File: src/rtl/kpm_pkg.sv
package kpm_pkg;

    localparam int DEF_KEY_W = 32;

    typedef enum logic {
        OP_DBL = 1'b0,
        OP_ADD = 1'b1
    } op_e;

    typedef enum logic [2:0] {
        S_IDLE      = 3'd0,
        S_SCAN      = 3'd1,
        S_DBL_WAIT  = 3'd2,
        S_ADD_ISSUE = 3'd3,
        S_ADD_WAIT  = 3'd4,
        S_DONE      = 3'd5
    } seq_state_e;

    function automatic logic is_running(input seq_state_e s);
        return (s != S_IDLE) && (s != S_DONE);
    endfunction

endpackage

File: src/rtl/kpm_point_unit.sv
module kpm_point_unit
    import kpm_pkg::*;
#(
    parameter int W      = 16,
    parameter int OP_LAT = 2
) (
    input  logic         clk,
    input  logic         rst,
    input  logic         req,
    input  op_e          op,
    input  logic [W-1:0] acc_x,
    input  logic [W-1:0] acc_y,
    input  logic [W-1:0] base_x,
    input  logic [W-1:0] base_y,
    output logic         ack,
    output logic [W-1:0] out_x,
    output logic [W-1:0] out_y
);

    localparam int NCOORD = 2;
    localparam int CNT_W  = (OP_LAT > 1) ? $clog2(OP_LAT) : 1;

    logic [NCOORD-1:0][W-1:0] acc_c;
    logic [NCOORD-1:0][W-1:0] base_c;
    logic [NCOORD-1:0][W-1:0] next_c;
    logic [NCOORD-1:0][W-1:0] res_q;
    logic                     busy;
    logic [CNT_W-1:0]         cnt;

    assign acc_c[0]  = acc_x;
    assign acc_c[1]  = acc_y;
    assign base_c[0] = base_x;
    assign base_c[1] = base_y;

    for (genvar g = 0; g < NCOORD; g++) begin : g_coord
        always_comb begin
            if (op == OP_DBL) next_c[g] = acc_c[g] + acc_c[g];
            else              next_c[g] = acc_c[g] + base_c[g];
        end
    end

    always_ff @(posedge clk) begin
        if (rst) begin
            busy  <= 1'b0;
            cnt   <= '0;
            ack   <= 1'b0;
            res_q <= '0;
        end else begin
            ack <= 1'b0;
            if (busy) begin
                if (cnt == '0) begin
                    busy <= 1'b0;
                    ack  <= 1'b1;
                end else begin
                    cnt <= cnt - 1'b1;
                end
            end else if (req) begin
                busy  <= 1'b1;
                cnt   <= CNT_W'(OP_LAT - 1);
                res_q <= next_c;
            end
        end
    end

    assign out_x = res_q[0];
    assign out_y = res_q[1];

    // a new request never arrives while an operation is in flight
    p_one_outstanding_r6: assert property (@(posedge clk) disable iff (rst)
        req |-> !busy);

    // acknowledge is a single-cycle pulse
    p_ack_pulse_r6: assert property (@(posedge clk) disable iff (rst)
        ack |=> !ack);

endmodule

File: src/rtl/kpm_scan_ctrl.sv
module kpm_scan_ctrl
    import kpm_pkg::*;
#(
    parameter int W     = 16,
    parameter int KEY_W = DEF_KEY_W
) (
    input  logic             clk,
    input  logic             rst,
    input  logic             start,
    input  logic [W-1:0]     base_x,
    input  logic [W-1:0]     base_y,
    input  logic [KEY_W-1:0] key,
    output logic             req,
    output op_e              op,
    output logic [W-1:0]     opnd_x,
    output logic [W-1:0]     opnd_y,
    output logic [W-1:0]     pt_x,
    output logic [W-1:0]     pt_y,
    input  logic             ack,
    input  logic [W-1:0]     unit_x,
    input  logic [W-1:0]     unit_y,
    output logic [W-1:0]     res_x,
    output logic [W-1:0]     res_y,
    output logic             res_inf,
    output logic             done
);

    localparam int IDX_W = $clog2(KEY_W);

    seq_state_e        state;
    logic [KEY_W-1:0]  key_q;
    logic [W-1:0]      bx_q, by_q;
    logic [W-1:0]      acc_x, acc_y;
    logic              acc_inf;
    logic [IDX_W-1:0]  idx;
    logic              bit_now;
    logic              last_bit;
    logic              running;

    assign bit_now  = key_q[idx];
    assign last_bit = (idx == '0);
    assign running  = is_running(state);

    always_comb begin
        req = 1'b0;
        op  = OP_DBL;
        if (state == S_SCAN && !acc_inf) begin
            req = 1'b1;
            op  = OP_DBL;
        end else if (state == S_ADD_ISSUE) begin
            req = 1'b1;
            op  = OP_ADD;
        end
    end

    always_ff @(posedge clk) begin
        if (rst) begin
            state   <= S_IDLE;
            key_q   <= '0;
            bx_q    <= '0;
            by_q    <= '0;
            acc_x   <= '0;
            acc_y   <= '0;
            acc_inf <= 1'b1;
            idx     <= '0;
        end else begin
            unique case (state)
                S_IDLE, S_DONE: begin
                    if (start) begin
                        key_q   <= key;
                        bx_q    <= base_x;
                        by_q    <= base_y;
                        acc_x   <= '0;
                        acc_y   <= '0;
                        acc_inf <= 1'b1;
                        idx     <= IDX_W'(KEY_W - 1);
                        state   <= S_SCAN;
                    end
                end
                S_SCAN: begin
                    if (acc_inf) begin
                        if (bit_now) begin
                            acc_x   <= bx_q;
                            acc_y   <= by_q;
                            acc_inf <= 1'b0;
                        end
                        if (last_bit) state <= S_DONE;
                        else          idx   <= idx - 1'b1;
                    end else begin
                        state <= S_DBL_WAIT;
                    end
                end
                S_DBL_WAIT: begin
                    if (ack) begin
                        acc_x <= unit_x;
                        acc_y <= unit_y;
                        if (bit_now) begin
                            state <= S_ADD_ISSUE;
                        end else if (last_bit) begin
                            state <= S_DONE;
                        end else begin
                            idx   <= idx - 1'b1;
                            state <= S_SCAN;
                        end
                    end
                end
                S_ADD_ISSUE: state <= S_ADD_WAIT;
                S_ADD_WAIT: begin
                    if (ack) begin
                        acc_x <= unit_x;
                        acc_y <= unit_y;
                        if (last_bit) begin
                            state <= S_DONE;
                        end else begin
                            idx   <= idx - 1'b1;
                            state <= S_SCAN;
                        end
                    end
                end
                default: state <= S_IDLE;
            endcase
        end
    end

    assign opnd_x  = acc_x;
    assign opnd_y  = acc_y;
    assign pt_x    = bx_q;
    assign pt_y    = by_q;
    assign res_x   = acc_x;
    assign res_y   = acc_y;
    assign res_inf = acc_inf;
    assign done    = (state == S_DONE);

    // the identity is never handed to the point unit
    p_inf_no_op_r5: assert property (@(posedge clk) disable iff (rst)
        req |-> !acc_inf);

    // acknowledges arrive only while the sequencer waits for one
    p_ack_in_wait_r6: assert property (@(posedge clk) disable iff (rst)
        ack |-> (state == S_DBL_WAIT || state == S_ADD_WAIT));

    // done and the result hold until a new start
    p_done_hold_r7: assert property (@(posedge clk) disable iff (rst)
        (done && !start) |=> (done && $stable(res_x) && $stable(res_y) && $stable(res_inf)));

    // a start during a run leaves the captured scalar alone
    p_busy_start_ignored_r8: assert property (@(posedge clk) disable iff (rst)
        (running && start) |=> $stable(key_q));

    // an accepted start from the finished state drops done
    p_restart_clears_r9: assert property (@(posedge clk) disable iff (rst)
        (done && start) |=> !done);

endmodule

File: src/rtl/kpm_scalar_mult.sv
module kpm_scalar_mult
    import kpm_pkg::*;
#(
    parameter int W      = 16,
    parameter int KEY_W  = DEF_KEY_W,
    parameter int OP_LAT = 2
) (
    input  logic             clk,
    input  logic             rst,
    input  logic             start,
    input  logic [W-1:0]     base_x,
    input  logic [W-1:0]     base_y,
    input  logic [KEY_W-1:0] key,
    output logic [W-1:0]     res_x,
    output logic [W-1:0]     res_y,
    output logic             res_inf,
    output logic             done
);

    logic         req;
    op_e          op;
    logic [W-1:0] opnd_x, opnd_y, pt_x, pt_y;
    logic         ack;
    logic [W-1:0] unit_x, unit_y;

    kpm_scan_ctrl #(.W(W), .KEY_W(KEY_W)) u_ctrl (
        .clk     (clk),
        .rst     (rst),
        .start   (start),
        .base_x  (base_x),
        .base_y  (base_y),
        .key     (key),
        .req     (req),
        .op      (op),
        .opnd_x  (opnd_x),
        .opnd_y  (opnd_y),
        .pt_x    (pt_x),
        .pt_y    (pt_y),
        .ack     (ack),
        .unit_x  (unit_x),
        .unit_y  (unit_y),
        .res_x   (res_x),
        .res_y   (res_y),
        .res_inf (res_inf),
        .done    (done)
    );

    kpm_point_unit #(.W(W), .OP_LAT(OP_LAT)) u_unit (
        .clk    (clk),
        .rst    (rst),
        .req    (req),
        .op     (op),
        .acc_x  (opnd_x),
        .acc_y  (opnd_y),
        .base_x (pt_x),
        .base_y (pt_y),
        .ack    (ack),
        .out_x  (unit_x),
        .out_y  (unit_y)
    );

endmodule

File: config.mk
export PLATFORM = sky130hd
export DESIGN_NAME = kpm_scalar_mult
export DESIGN_NICKNAME = d
export VERILOG_FILES = /design/src/rtl/kpm_pkg.sv /design/src/rtl/kpm_point_unit.sv /design/src/rtl/kpm_scan_ctrl.sv /design/src/rtl/kpm_scalar_mult.sv
export SDC_FILE = /design/constraint.sdc
export NUM_CORES = 1
export LEC_CHECK = 0
export BUFFER_PORTS_ARGS = -buffer_cell sky130_fd_sc_hd__buf_2
export CORE_MARGIN = 2
export CORE_UTILIZATION = 52
export DETAILED_ROUTE_END_ITERATION = 8
export GPL_TIMING_DRIVEN = 1
export PLACE_DENSITY = 0.8
export SLEW_MARGIN = 0
export SYNTH_ARGS = -nofsm -noshare
export SYNTH_HDL_FRONTEND = slang
export SYNTH_SLANG_ARGS = --single-unit
File: constraint.sdc
create_clock -name clk -period 4 [get_ports clk]
set_input_delay 0.4 -clock clk [delete_from_list [all_inputs] [get_ports clk]]
set_output_delay 0.4 -clock clk [all_outputs]
set_load 0.01 [all_outputs]
==> results of run 1 <==
layer usage:
layer  track usage, %  up-vias
met5                0        -
met4             8.38        0
met3             5.72       23
met2             39.1      163
met1             30.5     3094
li1                 -     3286
metrics by stage:
step / total power, W / area, µm² / util [%]
floorplan: 0.00387 / 7420 / -
global placement: 0.00430 / 8020 / 57.5
detailed placement: 0.00437 / 8020 / 57.5
CTS: 0.00598 / 8610 / 61.8
global route: 0.00635 / 8610 / 61.8
finish: 0.00597 / 8610 / 61.8
registers in the layout, indices dropped and copies added (netlist names):
register	count
u_ctrl.opnd_y	16
u_ctrl.state	3
u_unit.cnt	1
u_unit.out_x	16
u_unit.out_y	16
u_ctrl.idx	5
u_ctrl.key_q	32
u_ctrl.pt_x	16
u_ctrl.opnd_x	16
u_unit.busy	1
u_ctrl.pt_y	16
u_ctrl.res_inf	1
u_unit.ack	1
synth_stat cells, drive strengths merged (6+ instances only):
| cell | number | area share [%] |
|---|---|---|
| clkbuf | 49 | 2.5 |
| nor2 | 68 | 3.4 |
| a21o | 8 | 0.81 |
| a22oi | 32 | 3.2 |
| dfxtp | 140 | 38 |
| a31oi | 7 | 0.59 |
| a21oi | 103 | 6.9 |
| o21ai | 13 | 0.88 |
| nand2 | 183 | 9.3 |
| inv | 8 | 0.40 |
| nand2b | 6 | 0.51 |
| ha | 34 | 5.7 |
| buf | 10 | 1.0 |
| mux4 | 8 | 2.4 |
| mux2i | 7 | 0.99 |
| nand3 | 13 | 0.88 |
| xnor2 | 16 | 1.9 |
| a211oi | 44 | 6.3 |
| nor3 | 17 | 1.1 |
| mux2 | 30 | 4.5 |
cell families after synthesis:
group           after synthesis  share of synthesized area (%)
flops                       140                           37.7
buf+inv                      67                           3.91
fa+ha+maj                    36                           6.27
mux                          45                           7.97
xor+xnor                     20                           2.36
compound gates              244                           23.2
simple gates                322                           18.5
report_power, final:
group          internal, W  switching, W  leakage (nW)  total (W)
registers          0.00166      0.000279          1.15    0.00194
logic             0.000982       0.00146          2.08    0.00244
clock network     0.000985      0.000603         0.286    0.00159
total              0.00363       0.00234          3.51    0.00597
critical path, delay by kind of cell, from the launching register on:
kind | cells | cell delay, ps
AO/OA/AOI/OAI | 5 | 970
adder cells (fa/ha/maj) | 1 | 430
buffers and inverters | 1 | 210
flip-flops | 1 | 550
multiplexers | 1 | 380
AND/OR/NAND/NOR | 4 | 950
final timing paths:
check / start / end / slack [ps] / cells after the start
worst min-delay path: key[7] / u_ctrl.key_q[7]$_SDFFE_PP0P_ / 210 / 3
worst max register to register: u_ctrl.state[2]$_SDFFE_PP0P_ / u_unit.out_x[14]$_SDFFE_PP0P_ / 370 / 12
worst min register to register: u_ctrl.key_q[21]$_SDFFE_PP0P_ / u_ctrl.key_q[21]$_SDFFE_PP0P_ / 450 / 2
worst max-delay path: u_ctrl.state[2]$_SDFFE_PP0P_ / u_unit.out_x[14]$_SDFFE_PP0P_ / 370 / 12
layout make-up:
class                      instances  area [µm²]
inverter                           8        30.0
timing repair buffer             115         616
fill                            1224        5320
tap                              180         225
multi-input combinational        667        4340
sequential                       140        2800
clock inverter                     9         110
clock buffer                      23         488
==> summary by stage, run 1 <==
STA
Adding up every negative setup slack in the final design gives 0 ps. The total count of hold-check failures in the final report is 0. The fmax is 276 MHz. Hold is met by 209 ps. The relative max-transition margin is 36.7%. For the pin with the worst max-slew slack, the measured transition is 949 ps. The final-report max-slew violation count was 0. Dividing the final minimum period by the clock period gives 90.7%. The count of endpoints failing setup in the final report is 0. After layout, the minimum clock period comes to 3630 ps.

Between clock sinks in the finished design, the worst skew comes to 9.65 ps. The post-route worst setup slack is 372 ps. Setup repair after global routing left no endpoint under its margin.

Setup path
The critical setup path kind is reg -> reg. The startpoint class of the critical path is a flop. The signal on the critical path passes through nor2_1, nand2_1, buf_4, mux2_2, fa_1, a21oi_1, o21ai_0, a2111o_1, and3_1, or4_1, o2111ai_1, o311ai_0.

The sort of element at the end of the critical path is a flop. The maximum cell stage delay along the critical path is 550 ps. The critical path data arrival time is 3910 ps. The worst path required time is 4290 ps. In this run the worst path has a maximum fanout of 12. The slowest stage of the critical path belongs to the cell dfxtp_1.

Power
In this run the static leakage power is 3.51 nW. The cell area power density is 693 nW/µm². The peak ir drop on the vdd network is 0.000390 V.

Clock tree
The CTS tree is yes. Post-CTS timing repair inserted 0 buffers for setup. The deepest level of the CTS H-tree is 4. The hold buffer count at CTS is 0. No sink is reached through more buffers than the 2 on the longest clock path. Clock-pin slew was measured on the worst setup and hold paths at 60 ps. The total CTS buffers is 17. Clock tree synthesis found a total of 140 sinks. After clock tree synthesis, the repair step resized 0 gates. CTS placed an instance of clkbuf_16 at the clock tree root. The clock reaches the later pin of the worst-skew pair after 420 ps.

Global route
The via count of the first global-routing pass is 6192. The number of antenna violations at the first check in global routing is 0. For this run the aggregate overflow at the end of global routing stands at 0. The largest net degree at the start of global routing is 81. The first global-routing pass estimated 29000 µm of wire.

Global routing consumed, over all layers together, 23.8% of the routing resources.

Routing
The detailed-routed wire length on met3 is 887 µm. In the routed design, unresolved DRC markers number 0. The final layout contains routed wiring with a total length of 17500 µm. The average wire length per cell after detail routing is 15.3 µm. The detail route stage leaves a number of antenna-violating nets equal to 0. The highest layer touched by signal routing is met4. The routed via count is 6566. The routed length on met1 is 8020 µm. The post-detailed-route via-to-cell ratio is 5.75. The routed design uses 8270 µm of met2 wire.

The first detailed-routing pass took 6 iterations. The number of DRC violations after detailed-routing iteration 0 is 536.

Synthesis
The synthesized cell area is 7420 µm². The post-synthesis cell type count is 58. The net count after synthesis is 977. The average instance area after synthesis is 8.49 µm². The most used flip-flop cell after synthesis is dfxtp_1. Sequential elements use 37.7% of the synthesized area. Synthesis produced a netlist whose cell count is 874.

The Yosys warning count is 0. The register bit total from synthesis is 140. The number of flops mapped to enable cells by yosys is 0. After synthesis, the share of flip-flops with an asynchronous set or reset is 0%.

Floorplanning
The core outline area is 13900 µm². The number of primary I/O pins is 101. From bottom edge to top edge, the die measures 123 µm. The die is 123 µm wide.

The starting density of the core is 53.3%. The row count is 43. The die covers 15200 µm².

Placed design
Timing analysis after detailed placement gives a worst setup slack of 441 ps. The HPWL after detailed placement is 11500 µm. The cell count after placement is 1110.

Routability-driven placement finished with a final weighted congestion of 0.898. The port buffer count is 100.

Final layout
The count of antenna diodes in the layout is 0. Of the cells placed in the final design, the portion with a size suffix greater than 1 is 23.4%. The most common cell after layout, fill and taps aside is nand2_1. The layout net count is 1052.

For this run, the number of standard cells in the final layout without fillers is 1142. The top cell types in the final layout, fill and taps aside, are nand2_1 (183), dfxtp_1 (140), a21oi_1 (103). From synthesis to final layout, the design area changed by 16.0%.

Hold path
In this run the worst hold path is classified as in -> reg.

Outcome
The run finished with clean final reports.

Flow run
The max-cap check violation count is 0.
No activity file was read; power rests on OpenSTA's default activity.
==> run 2, diff against run 1 <==
--- a/config.mk
+++ b/config.mk
@@ -6,6 +6,8 @@
 export NUM_CORES = 1
 export LEC_CHECK = 0
 export BUFFER_PORTS_ARGS = -buffer_cell sky130_fd_sc_hd__buf_2
+export CAP_MARGIN = 0
+export CORE_ASPECT_RATIO = 0.75
 export CORE_MARGIN = 2
 export CORE_UTILIZATION = 52
 export DETAILED_ROUTE_END_ITERATION = 8
==> run 2 against run 1 <==
Compared with the run above: flip-flop and latch count stayed put; sequential share of layout area shrank 0.075 points; total power increased by 1.2%.
==> summary by stage, run 2 (synthesis results as in run 1) <==
Setup path
STA classifies the critical path endpoint as a flop. The critical setup path kind is reg -> reg. The worst-path maximum fanout is 12 (unchanged). The startpoint class of the critical path is a flop. The worst reg-to-reg path cell count is 12 (unchanged).

The worst path required time is 4280 ps (about the same). The critical path data arrival time is 3990 ps (+80 ps).

Clock tree
TritonCTS built the clock tree. The number of instances resized during post-cts repair is 0 (unchanged). The TritonCTS sink count is 140 (unchanged).

The insertion delay of the later-clocked pin in the worst-skew pair is 420 ps (about the same). The hold buffer count at CTS is 0 (unchanged). The total CTS buffers is 17 (unchanged). The clock-pin transition on the worst setup and hold timing paths is 60 ps (about the same). The deepest level of the CTS H-tree came to 4 (unchanged). The post-CTS repair timing setup buffer count is 0 (unchanged). The largest buffer count on any clock path was 2 (unchanged). The master cell of the clock root buffer is clkbuf_16.

Floorplanning
The width of the chip is 142 µm (+15%). The core outline area came to 13800 µm² (-0.66%). The number of primary I/O pins was 101 (unchanged). The vertical die dimension is 107 µm (-13%). The row count is 37 (-14%). The die outline area is 15300 µm² (about the same).

The starting density of the core is 53.6% (+0.36 points).

Global route
The largest net degree at the start of global routing came to 84 (+3.7%). The total overflow reported by the global router is 0 (unchanged). The number of antenna violations at the first check in global routing is 0 (unchanged).

The total routing usage reported by global routing is 24.1% (+0.26 points). The via count of the first global-routing pass is 6130 (-1.0%). The wire length of the first global-routing pass is 29700 µm (+2.7%).

Final layout
The count of antenna diodes in the layout is 0 (unchanged). The fill cell total of the finished layout was 1163 (-5.0%). In the layout the commonest cells are nand2_1 (183), dfxtp_1 (140), a21oi_1 (103). The layout net count is 1052 (unchanged). u_ctrl.key_q holds more flip-flops than any other register.

The most common cell after layout, fill and taps aside is nand2_1. The flip-flop count of the largest register, all copies and words added came to 32 (unchanged). The fraction of layout instances using a drive strength above 1 is 23.4% (+0.049 points). The layout overhead on the synthesized area is 16.3%.

STA
The post-route worst setup slack is 290 ps (-81.7 ps). The setup skew after layout is 6.77 ps (-2.88 ps). The minimum clock period is 3710 ps (+81.7 ps). The setup TNS is 0 ps (unchanged). The relative max-transition margin is 39.1% (+2.3 points). The worst hold slack came to 214 ps (+5.86 ps).

Setup repair after global routing left no endpoint under its margin. The share of the clock period used by the worst path was 92.7% (+2.0 points). The final-report max-slew violation count came to 0 (unchanged). The count of endpoints failing setup in the final report is 0 (unchanged). The transition time at the pin with the least slew margin is 914 ps (-34.8 ps). The total count of hold-check failures in the final report was 0 (unchanged). The fmax is 270 MHz (-2.2%).

Routing
The average wire length per cell after detail routing is 15.7 µm (+2.9%). The post-detailed-route via-to-cell ratio was 5.77 (+0.34%). The routed via count was 6548 (-0.27%). The remaining routing DRC violations was 0 (unchanged). The total wire length is 17900 µm (+2.3%).

The number of DRC violations after detailed-routing iteration 0 was 550 (+2.6%). The first-pass detailed-route iteration total is 5 (-1). The number of nets with antenna violations after detailed routing is 0 (unchanged).

Hold path
The min-delay analysis places its worst path in the category in -> reg. The worst hold path cell count is 3 (unchanged).

Power
The switching portion of total power is 38.9% (-0.34 points). The peak ir drop on the vdd network was 0.000462 V (+18%). The internal power of the cells is 0.00369 W (+1.8%).

The net switching component of the power is 0.00235 W (+0.36%). The combinational group share of total power is 40.5% (-0.4 points). The power share of the clock group was 27.3% (+0.7 points). The cell area power density is 700 nW/µm² (+1.0%). The fraction of power consumed by sequential logic is 32.2% (-0.3 points). The leakage power of the design was 3.53 nW (+0.43%).

Placed design
The port buffer count came to 100 (unchanged). The weighted congestion at the end of routability-driven global placement came to 0.899 (+0.14%). The HPWL after detailed placement is 11800 µm (+2.5%).

The worst slack at placement came to 343 ps (-97.7 ps).

Outcome
The run finished with clean final reports.

Flow run
The max-cap check violation count was 0 (unchanged).
## run 2: changes by cell type in the layout (fill, tap and decap cells not counted), moves of 2 or more
cell,before,now
bufinv_16,2,4
clkbuf_8,4,1
clkbuf_1,2,0
clkinv_2,2,4
## run 2: per-layer routing
metal / track usage (%) / wire length (µm)
met5: 0 / 0
met1: 33.3 / 8730
met4: 6.14 / 178
met3: 4.85 / 916
met2: 38.7 / 8040
## run 2: power by group through the flow
stage / Combinational, W / Sequential [W] / Clock (W)
after detailed placement: 0.00241 / 0.00197 / 0
after global placement: 0.00235 / 0.00196 / 0
after global routing: 0.00271 / 0.00199 / 0.00172
after floorplan: 0.00198 / 0.00189 / 0
final: 0.00245 / 0.00195 / 0.00165
after CTS: 0.00244 / 0.00194 / 0.00166
## run 2: cell type report
cell class | count | area [µm²] | share of cell area (%)
multi-input combinational | 667 | 4340 | 50.3
sequential | 140 | 2800 | 32.5
timing repair buffer | 115 | 628 | 7.27
clock buffer | 18 | 439 | 5.09
tap | 175 | 219 | 2.54
clock inverter | 12 | 173 | 2.00
inverter | 8 | 30.0 | 0.348
## run 2: path summary, 6_finish.rpt
| path | to | from | slack, ps |
|---|---|---|---|
| worst max-delay path | u_unit.out_x[14]$_SDFFE_PP0P_ | u_ctrl.state[2]$_SDFFE_PP0P_ | 290 |
| worst min-delay path | u_ctrl.pt_y[4]$_SDFFE_PP0P_ | base_y[4] | 210 |
| worst max register to register | u_unit.out_x[14]$_SDFFE_PP0P_ | u_ctrl.state[2]$_SDFFE_PP0P_ | 290 |
| worst min register to register | u_unit.out_y[5]$_SDFFE_PP0P_ | u_unit.out_y[5]$_SDFFE_PP0P_ | 450 |
## run 2: per-stage QoR
step,utilization (%),instance area [µm²],total power (W),instances
after global routing,62.4,8630,0.00642,1135
after global placement,58.0,8020,0.00431,1105
after floorplan,-,7420,0.00387,874
after CTS,62.4,8630,0.00605,1135
after detailed placement,58.0,8020,0.00438,1105
final,62.4,8630,0.00604,1135
## run 2: critical path: stages, from the launching register on
cell	delay, ps
dfxtp_1	550
nor2_1	120
nand2_1	180
buf_4	210
mux2_2	380
fa_1	430
a21oi_1	200
o21ai_0	150
a2111o_1	390
and3_1	180
or4_1	510
o2111ai_1	120
o311ai_0	150
==> run 3, diff against run 2 <==
--- a/config.mk
+++ b/config.mk
@@ -9,11 +9,13 @@
 export CAP_MARGIN = 0
 export CORE_ASPECT_RATIO = 0.75
 export CORE_MARGIN = 2
-export CORE_UTILIZATION = 52
+export CORE_UTILIZATION = 54
+export CTS_BUF_LIST = sky130_fd_sc_hd__clkbuf_4
 export DETAILED_ROUTE_END_ITERATION = 8
 export GPL_TIMING_DRIVEN = 1
-export PLACE_DENSITY = 0.8
+export PLACE_DENSITY = 0.83
 export SLEW_MARGIN = 0
 export SYNTH_ARGS = -nofsm -noshare
 export SYNTH_HDL_FRONTEND = slang
 export SYNTH_SLANG_ARGS = --single-unit
+export TNS_END_PERCENT = 1
==> run 3 against run 2 <==
Compared with the run above: final cell count barely moved; register-to-register slack barely moved; die area fell by 3.6%; via count rose by 0.34%; global-route usage rose by 0.31 points; final area fell by 3.9%; sequential share of layout area rose by 1.3 points; routed wire length fell by 1.9%; critical path depth did not move; non-clock buffer count did not move; combinational power barely moved; critical endpoint unchanged.
==> summary by stage, run 3 (synthesis results as in run 1) <==
Outcome
The flow ran to the end, and the final reports show no timing, DRC or antenna violations.

Hold path
For hold timing, the worst endpoint is u_ctrl.key_q[1]$_SDFFE_PP0P_. In this run the most critical hold path is launched from key[1]. The type of the most critical hold path is in -> reg. The worst hold path cell count is 3 (unchanged).

Routing
The total wire length is 17500 µm (-1.9%). The first-pass detailed-route iteration total is 5 (unchanged). The highest routing layer actually used is met4.

The routed wire length on met2 is 7790 µm (-3.1%). The detailed-routed wire length on met3 came to 963 µm (+5.1%). The routed length on met1 was 8480 µm (-2.9%). The routed via count came to 6570 (+0.34%).

The post-detailed-route via-to-cell ratio came to 5.78 (+0.25%). The number of DRC violations after detailed-routing iteration 0 is 533 (-3.1%). The average wire length per cell after detail routing is 15.4 µm (-2.0%). The remaining routing DRC violations was 0 (unchanged).

The number of nets with antenna violations after detailed routing is 0 (unchanged).

Clock tree
The insertion delay of the later-clocked pin in the worst-skew pair is 540 ps (+120 ps). The number of instances resized during post-cts repair came to 0 (unchanged). TritonCTS built the clock tree. The root buffer cell chosen for the clock tree is clkbuf_4. The largest buffer count on any clock path came to 2 (unchanged). The clock-pin transition on the worst setup and hold timing paths is 130 ps (+70 ps). The total CTS buffers is 17 (unchanged).

The deepest level of the CTS H-tree is 4 (unchanged). The hold buffer count at CTS is 0 (unchanged). The TritonCTS sink count is 140 (unchanged). The post-CTS repair timing setup buffer count is 0 (unchanged).

Placed design
The HPWL after detailed placement was 11800 µm (-0.20%). The instance area after placement came to 8010 µm² (-0.16%). The weighted congestion at the end of routability-driven global placement was 0.893 (-0.63%). The port buffer count is 100 (unchanged).

STA
The transition time at the pin with the least slew margin is 829 ps (-85.1 ps). The minimum clock period is 3720 ps (+8.43 ps). The count of endpoints failing setup in the final report is 0 (unchanged). The total count of hold-check failures in the final report is 0 (unchanged).

The setup TNS was 0 ps (unchanged). The relative max-transition margin is 44.7% (+5.7 points). The fmax is 269 MHz (-0.23%). The share of the clock period used by the worst path is 93.0% (+0.21 points). The setup skew after layout is 17.2 ps (+10.4 ps). Setup repair after global routing left no endpoint under its margin. The final-report max-slew violation count was 0 (unchanged).

Power
The net switching component of the power is 0.00224 W (-4.8%). The peak ir drop on the vdd network is 0.000487 V (+5.3%). The combinational group share of total power is 45.7% (+5.2 points). The power share of the clock group is 17.7% (-9.6 points). The switching portion of total power is 42.2% (+3.3 points). The cell area power density is 639 nW/µm² (-8.7%). The fraction of power consumed by sequential logic is 36.7% (+4.5 points). The post-layout total power is 0.00530 W (-12%). The internal power of the cells is 0.00306 W (-17%). The leakage power of the design is 3.37 nW (-4.4%).

Floorplanning
The number of primary I/O pins was 101 (unchanged). The die outline area is 14700 µm² (-3.6%). The vertical die dimension came to 106 µm (-1.8%). The core outline area is 13600 µm² (-2.0%). The starting density of the core is 54.7% (+1.1 points). The row count is 37 (unchanged).

The width of the chip came to 139 µm (-1.8%).

Final layout
The finished layout cell area came to 8300 µm² (-3.9%). The flip-flop count of the largest register, all copies and words added was 32 (unchanged). The layout net count is 1052 (unchanged).

The fraction of layout instances using a drive strength above 1 came to 23.3% (-0.13 points). The most common cell after layout, fill and taps aside is nand2_1. Leaving out fill and tap cells, the most frequent cells in the layout are nand2_1 (183), dfxtp_1 (140), a21oi_1 (103). The layout overhead on the synthesized area is 11.7%. The count of antenna diodes in the layout is 0 (unchanged). The register with the most flip-flops in the final layout is u_ctrl.key_q. The fill cell total of the finished layout is 1198 (+3.0%).

Global route
The total overflow reported by the global router is 0 (unchanged). The via count of the first global-routing pass is 6149 (+0.31%). The total routing usage reported by global routing was 24.4% (+0.31 points). The largest net degree at the start of global routing was 70 (-17%).

The wire length of the first global-routing pass is 29600 µm (-0.63%). The number of antenna violations at the first check in global routing came to 0 (unchanged).

Setup path
The worst reg-to-reg path cell count came to 12 (unchanged). The critical setup path kind is reg -> reg. The worst setup path is launched from a flop. The sort of element at the end of the critical path is a flop.

The worst path required time is 4410 ps (+130 ps). In this run the critical register-to-register path is launched from u_ctrl.state[2]$_SDFFE_PP0P_. The endpoint identified for the worst register-to-register timing path is u_unit.out_x[14]$_SDFFE_PP0P_.

The critical path data arrival time was 4130 ps (+140 ps). The worst-path maximum fanout is 13 (+1). The setup slack of the most critical reg-to-reg path is 280 ps (about the same).

Flow run
The max-cap check violation count came to 0 (unchanged).
run 3: cell count changes in the layout (fill, tap and decap cells not counted), moves of 2 or more:
| cell | previous run | this run |
|---|---|---|
| clkinv_1 | 0 | 2 |
| clkbuf_4 | 0 | 18 |
| clkinvlp_4 | 2 | 4 |
| clkbuf_16 | 17 | 0 |
run 3: worst max-delay path, cell delays in order, from the launching register on:
cell	delay (ps)
dfxtp_1	570
nor2_1	130
nand2_1	140
buf_4	250
mux2_2	390
fa_1	450
a21oi_1	180
o21ai_0	130
a2111o_1	390
and3_1	180
or4_1	500
o2111ai_1	120
o311ai_0	160
run 3: worst max path at each step:
stage	startpoint	endpoint	slack (ps)	depth (start not counted)
floorplan	u_ctrl.state[1]$_SDFFE_PP0P_	u_unit.out_x[14]$_SDFFE_PP0P_	180	14
global placement	u_ctrl.state[2]$_SDFFE_PP0P_	u_unit.out_x[14]$_SDFFE_PP0P_	470	12
detailed placement	u_ctrl.state[2]$_SDFFE_PP0P_	u_unit.out_x[14]$_SDFFE_PP0P_	340	12
CTS	u_ctrl.state[2]$_SDFFE_PP0P_	u_unit.out_x[14]$_SDFFE_PP0P_	310	12
global route	u_ctrl.state[2]$_SDFFE_PP0P_	u_unit.out_y[14]$_SDFFE_PP0P_	90	13
finish	u_ctrl.state[2]$_SDFFE_PP0P_	u_unit.out_x[14]$_SDFFE_PP0P_	280	12
run 3: layer usage:
metal / vias to the layer above / GRT usage [%]
met5: - / 0
met1: 3058 / 34.1
met4: 0 / 8.87
met3: 24 / 4.68
li1: 3293 / -
met2: 195 / 37.6
run 3: through the flow:
stage	hold WS, ps	util [%]	instances	worst slack, ps
3_3_place_gp	439	59.1	1105	473
6_report	79.1	61.2	1136	282
3_5_place_dp	445	59.1	1105	340
2_1_floorplan	421	-	874	185
5_1_grt	55.4	61.2	1136	85.8
4_1_cts	55.0	61.2	1136	311
run 3: power by group through the flow:
stage | clock (W) | sequential [W] | combinational (W)
finish | 0.000937 | 0.00194 | 0.00242
global route | 0.00101 | 0.00198 | 0.00268
CTS | 0.000955 | 0.00194 | 0.00241
detailed placement | 0 | 0.00197 | 0.00239
global placement | 0 | 0.00196 | 0.00233
floorplan | 0 | 0.00189 | 0.00198
run 3: final cells by class:
type                            instances  area (µm²)  area share (%)
Timing Repair Buffer                  115         616            7.42
Tap cell                              175         219            2.64
Clock inverter                         13         151            1.82
Inverter                                8        30.0           0.362
Multi-Input combinational cell        667        4340            52.3
Sequential cell                       140        2800            33.8
Clock buffer                           18         135            1.63
